$ cat src/rtl/key_wdg_pkg.sv
package key_wdg_pkg;

    localparam int KEY_W     = 16;
    localparam int CNT_W     = 12;
    localparam int PRE_W     = 3;
    localparam int ADDR_W    = 2;
    localparam int BASE_LOG2 = 2;
    localparam int MAX_EXP   = 6;

    localparam logic [KEY_W-1:0] KEY_START   = 16'hCCCC;
    localparam logic [KEY_W-1:0] KEY_REFRESH = 16'hAAAA;
    localparam logic [KEY_W-1:0] KEY_UNLOCK  = 16'h5555;

    typedef enum logic [1:0] {
        SEL_KEY  = 2'd0,
        SEL_PRE  = 2'd1,
        SEL_RLD  = 2'd2,
        SEL_NONE = 2'd3
    } reg_sel_e;

    typedef struct packed {
        logic start;
        logic refresh;
        logic unlock;
        logic relock;
    } key_cmd_t;

    function automatic key_cmd_t decode_key(input logic [KEY_W-1:0] value, input logic hit);
        key_cmd_t c;
        c.start   = hit && (value == KEY_START);
        c.refresh = hit && (value == KEY_REFRESH);
        c.unlock  = hit && (value == KEY_UNLOCK);
        c.relock  = hit && (value != KEY_UNLOCK);
        return c;
    endfunction

endpackage

$ cat src/rtl/wdg_key_ctrl.sv
module wdg_key_ctrl
    import key_wdg_pkg::*;
#(
    parameter int AW = ADDR_W,
    parameter int PW = PRE_W,
    parameter int CW = CNT_W
) (
    input  logic              clk_i,
    input  logic              rst_i,
    input  logic              wr_en_i,
    input  logic [AW-1:0]     wr_addr_i,
    input  logic [KEY_W-1:0]  wr_data_i,
    output key_cmd_t          cmd_o,
    output logic              unlocked_o,
    output logic [PW-1:0]     pre_o,
    output logic [CW-1:0]     rld_o
);

    logic key_hit, pre_hit, rld_hit;

    always_comb begin
        key_hit = wr_en_i && (wr_addr_i == AW'(SEL_KEY));
        pre_hit = wr_en_i && (wr_addr_i == AW'(SEL_PRE));
        rld_hit = wr_en_i && (wr_addr_i == AW'(SEL_RLD));
        cmd_o   = decode_key(wr_data_i, key_hit);
    end

    always_ff @(posedge clk_i) begin
        if (rst_i) begin
            unlocked_o <= 1'b0;
            pre_o      <= '0;
            rld_o      <= '1;
        end else begin
            if (cmd_o.unlock) begin
                unlocked_o <= 1'b1;
            end else if (cmd_o.relock) begin
                unlocked_o <= 1'b0;
            end
            if (pre_hit && unlocked_o) begin
                pre_o <= wr_data_i[PW-1:0];
            end
            if (rld_hit && unlocked_o) begin
                rld_o <= wr_data_i[CW-1:0];
            end
        end
    end

endmodule

$ cat src/rtl/wdg_prescaler.sv
module wdg_prescaler #(
    parameter int PW        = 3,
    parameter int BASE_LOG2 = 2,
    parameter int MAX_EXP   = 6
) (
    input  logic          clk_i,
    input  logic          rst_i,
    input  logic          run_i,
    input  logic          tick_i,
    input  logic          clear_i,
    input  logic [PW-1:0] pre_i,
    output logic          step_o
);

    localparam int PS_W = BASE_LOG2 + MAX_EXP;
    localparam logic [PS_W-1:0] PS_FULL = '1;

    logic [PS_W-1:0] ps_q;
    logic [PW-1:0]   exp_sel;
    logic [PW-1:0]   exp_gap;
    logic [PS_W-1:0] term;

    always_comb begin
        exp_sel = (pre_i > PW'(MAX_EXP)) ? PW'(MAX_EXP) : pre_i;
        exp_gap = PW'(MAX_EXP) - exp_sel;
        term    = PS_FULL >> exp_gap;
        step_o  = run_i && tick_i && (ps_q >= term);
    end

    always_ff @(posedge clk_i) begin
        if (rst_i) begin
            ps_q <= '0;
        end else if (clear_i) begin
            ps_q <= '0;
        end else if (run_i && tick_i) begin
            ps_q <= step_o ? '0 : ps_q + 1'b1;
        end
    end

endmodule

$ cat src/rtl/wdg_downcounter.sv
module wdg_downcounter #(
    parameter int CW = 12
) (
    input  logic          clk_i,
    input  logic          rst_i,
    input  logic          hw_start_i,
    input  logic          start_i,
    input  logic          refresh_i,
    input  logic          step_i,
    input  logic [CW-1:0] rld_i,
    output logic          running_o,
    output logic          rst_req_o
);

    logic [CW-1:0] cnt_q;
    logic          expire;

    always_comb begin
        expire = running_o && step_i && (cnt_q == '0);
    end

    always_ff @(posedge clk_i) begin
        if (rst_i) begin
            running_o <= hw_start_i;
            cnt_q     <= '1;
            rst_req_o <= 1'b0;
        end else begin
            rst_req_o <= expire && !refresh_i;
            if (start_i) begin
                running_o <= 1'b1;
            end
            if (refresh_i) begin
                cnt_q <= rld_i;
            end else if (start_i && !running_o) begin
                cnt_q <= '1;
            end else if (expire) begin
                cnt_q <= rld_i;
            end else if (step_i) begin
                cnt_q <= cnt_q - 1'b1;
            end
        end
    end

endmodule

$ cat src/rtl/key_wdg.sv
module key_wdg
    import key_wdg_pkg::*;
#(
    parameter int AW  = ADDR_W,
    parameter int DW  = KEY_W,
    parameter int PW  = PRE_W,
    parameter int CW  = CNT_W,
    parameter int BL2 = BASE_LOG2,
    parameter int MXE = MAX_EXP
) (
    input  logic          clk_i,
    input  logic          rst_i,
    input  logic          tick_i,
    input  logic          hw_start_i,
    input  logic          wr_en_i,
    input  logic [AW-1:0] wr_addr_i,
    input  logic [DW-1:0] wr_data_i,
    output logic          rst_req_o
);

    key_cmd_t      cmd;
    logic          unlocked;
    logic [PW-1:0] pre_q;
    logic [CW-1:0] rld_q;
    logic          running;
    logic          step;
    logic          ps_clear;

    wdg_key_ctrl #(.AW(AW), .PW(PW), .CW(CW)) u_keys (
        .clk_i      (clk_i),
        .rst_i      (rst_i),
        .wr_en_i    (wr_en_i),
        .wr_addr_i  (wr_addr_i),
        .wr_data_i  (wr_data_i),
        .cmd_o      (cmd),
        .unlocked_o (unlocked),
        .pre_o      (pre_q),
        .rld_o      (rld_q)
    );

    always_comb begin
        ps_clear = cmd.refresh || (cmd.start && !running);
    end

    wdg_prescaler #(.PW(PW), .BASE_LOG2(BL2), .MAX_EXP(MXE)) u_pre (
        .clk_i   (clk_i),
        .rst_i   (rst_i),
        .run_i   (running),
        .tick_i  (tick_i),
        .clear_i (ps_clear),
        .pre_i   (pre_q),
        .step_o  (step)
    );

    wdg_downcounter #(.CW(CW)) u_cnt (
        .clk_i      (clk_i),
        .rst_i      (rst_i),
        .hw_start_i (hw_start_i),
        .start_i    (cmd.start),
        .refresh_i  (cmd.refresh),
        .step_i     (step),
        .rld_i      (rld_q),
        .running_o  (running),
        .rst_req_o  (rst_req_o)
    );

endmodule

$ cat config.mk
export PLATFORM = sky130hd
export DESIGN_NAME = key_wdg
export DESIGN_NICKNAME = d
export VERILOG_FILES = /design/src/rtl/key_wdg_pkg.sv /design/src/rtl/wdg_key_ctrl.sv /design/src/rtl/wdg_prescaler.sv /design/src/rtl/wdg_downcounter.sv /design/src/rtl/key_wdg.sv
export SDC_FILE = /design/constraint.sdc
export NUM_CORES = 1
export LEC_CHECK = 0
export ABC_AREA = 1
export BUFFER_PORTS_ARGS = -buffer_cell sky130_fd_sc_hd__buf_2
export CORE_UTILIZATION = 35
export CTS_CLUSTER_DIAMETER = 100
export CTS_CLUSTER_SIZE = 12
export DETAILED_ROUTE_END_ITERATION = 8
export PLACE_DENSITY = 0.53
export SETUP_SLACK_MARGIN = 0.1
export SYNTH_ARGS = -nofsm -noshare
export SYNTH_HDL_FRONTEND = slang
export SYNTH_HIERARCHICAL = 1
export SYNTH_SLANG_ARGS = --single-unit
$ cat constraint.sdc
create_clock -name clk_i -period 3.2 [get_ports clk_i]
set_clock_uncertainty 0.1 [all_clocks]
set_input_delay 0.32 -clock clk_i [delete_from_list [all_inputs] [get_ports clk_i]]
set_output_delay 0.32 -clock clk_i [all_outputs]
set_load 0.01 [all_outputs]
==> impl_metrics.json <==
{
  "outcome": "completed",
  "path_clk_slew_ns": 0.08,
  "finalCritPeriodShare_pct": 90.71,
  "clockBufferDepth": 2,
  "min_period_ns": 2.903,
  "rsz0062_at_grt": "false",
  "synthCells": 401,
  "vias": 2543,
  "path_common_cell": "nand2_1",
  "die_area_um2": 7836,
  "worstPathArrival_ns": 3.00,
  "grt.busiest_layer": "met2",
  "maxCapViolCount": 0,
  "crit_chain": "nand2_1, nand2_1, inv_1, ha_2, inv_2, ha_4, or2_4, ha_4, nand2_2, nor2_1, nand2_1, nand2_1, nand2_2, inv_4, nand3_4, nor2_4, nand2_8, buf_12, nand3_4, o21ai_0, inv_1, nand2_1",
  "critPathKind": "flip-flop to flip-flop",
  "placed_area_um2": 2813,
  "grt_first_pass_wirelength_um": 10430,
  "synth_fp_nets": 437,
  "drtIter0Drc": 79,
  "drc": 0,
  "clockRootBuffer": "clkbuf_8",
  "layout.nets": 478,
  "worst-slew-pin-transition_ns": 0.9173,
  "routabilityCongestion": 0.8047,
  "die_height_um": 88.52,
  "worstHoldPathType": "input port to flip-flop",
  "cts_sinks": 38,
  "hpwlAfterDp_um": 4566,
  "cts_made_buffers": 5,
  "worst_setup_path_end_kind": "flip-flop",
  "grt_overflow": 0,
  "crit_path_start_kind": "flip-flop",
  "cts_tree": "built",
  "area_growth_pct": 23.78,
  "fillCellCount": 789,
  "diodes": 0,
  "grt_usage_pct": 17.41,
  "row_count": 31,
  "htree_levels": 2,
  "synth_warnings": 6,
  "routed_wl_um": 6384,
  "finalMaxSlewViolations": 0,
  "die_w_um": 88.52,
  "antenna_found_initial": 0,
  "grt.met1_usage_pct": 22.52,
  "core-area_um2": 7253,
  "fmax_ghz": 0.3445,
  "setup_slack_ns": 0.2974,
  "slew_headroom_pct": 38.78,
  "grt_use_met3_pct": 3.358,
  "worstPathRequired_ns": 3.29,
  "crit_path_top_delay_cell": "dfxtp_2",
  "ir_drop_mv": 0.1583,
  "avgSynthCellArea_um2": 6.534,
  "post_drt_wl_per_cell_um": 11.78,
  "cp_max_fo": 6,
  "drive_gt1_share_pct": 23.25,
  "stdcell_area_um2": 3243,
  "firstDrtPassIters": 4,
  "place_ws_ns": -0.01977,
  "grt_max_degree": 20,
  "ant_nets": 0,
  "worstSkewPairLatency_ns": 0.30,
  "utilization_pct": 44.71,
  "p_leak_nw": 1.761,
  "initial_core_util_pct": 36.12,
  "max_stage_delay_ns": 0.33,
  "first_global_vias": 2309,
  "io_pins": 24,
  "syn_area_um2": 2620,
  "io_buffers": 23,
  "met2_usage_pct": 29.16,
  "setup_viol": 0,
  "via_per_inst": 4.692,
  "p_per_area_nw_per_um2": 323.7,
  "hold_viol_final": 0
}
## layout by cell type, fill, tap and decap left out, types with 5 or more instances in the layout
cell type,count
nand2_1,115
inv_1,63
nor2_1,39
dfxtp_1,35
nand3_1,33
buf_2,23
o21ai_0,11
buf_4,10
ha_1,10
nor2_2,9
nand2_2,8
o21ai_1,8
clkbuf_8,6
nand4_1,6
xor2_1,6
o211ai_2,6
a21oi_1,5
## final timing paths
| kind | slack [ns] | to | cells past startpoint | startpoint |
|---|---|---|---|---|
| max | 0.30 | u_cnt/cnt_q[5] | 22 | u_keys/pre_o[1] |
| max reg2reg | 0.30 | u_cnt/cnt_q[5] | 22 | u_keys/pre_o[1] |
| min reg2reg | 0.38 | u_keys/rld_o[7] | 2 | u_keys/rld_o[7] |
| min | 0.17 | u_keys/rld_o[9] | 3 | wr_data_i[9] |
## routing by layer
metal,part of all wire (%),wire [um]
met3,2.7,173
met4,2.1,133
met1,48,3093
met5,0,0
met2,47,2983
## registers in the layout, summed over array words and instances, names as in the netlist
register,flops
u_cnt/cnt_q,12
u_cnt/rst_req_o,1
u_cnt/running_o,1
u_keys/pre_o,3
u_keys/rld_o,12
u_keys/unlocked_o,1
u_pre/ps_q,8
## repair_timing
item                                   CTS  global route
gates cloned                             2             3
pin swaps                                1             8
hold buffers                             0             0
setup endpoints to repair               12            13
gates resized for setup                  9            26
setup buffers                            0            12
endpoints found under the hold margin    0             0
## worst max-delay path, delay by kind of cell, from the launching register on
family,cells,cell delay [ns]
DFF,1,0.33
and+or+nand+nor,13,1.23
adders and majority gates,3,0.63
buffers and inverters,5,0.41
AOI/OAI and AO/OA,1,0.10
## final cells by class
| type | count | area, um^2 | share of cell area, % |
|---|---|---|---|
| Clock buffer | 7 | 107.6 | 3.318 |
| Timing Repair Buffer | 38 | 264.0 | 8.140 |
| Sequential cell | 38 | 773.2 | 23.84 |
| Clock inverter | 1 | 30.03 | 0.9259 |
| Inverter | 69 | 261.5 | 8.063 |
| Tap cell | 99 | 123.9 | 3.819 |
| Multi-Input combinational cell | 290 | 1683 | 51.89 |
## where the power goes
group | total (mW) | internal, mW | switching, mW
registers | 0.489 | 0.481 | 0.00772
logic | 0.0716 | 0.0273 | 0.0443
clock network | 0.489 | 0.301 | 0.188
## per-stage QoR
step | setup TNS (ns) | hold WS [ns] | cells | power [mW]
after floorplan | 0 | 0.2968 | 401 | 0.5394
after global placement | 0 | 0.3587 | 517 | 0.5682
after detailed placement | -0.05323 | 0.3560 | 517 | 0.5691
after CTS | 0 | 0.1534 | 527 | 1.064
after global routing | 0 | 0.1704 | 542 | 1.093
final | 0 | 0.1674 | 542 | 1.050
No activity file was read; power rests on OpenSTA's default activity.
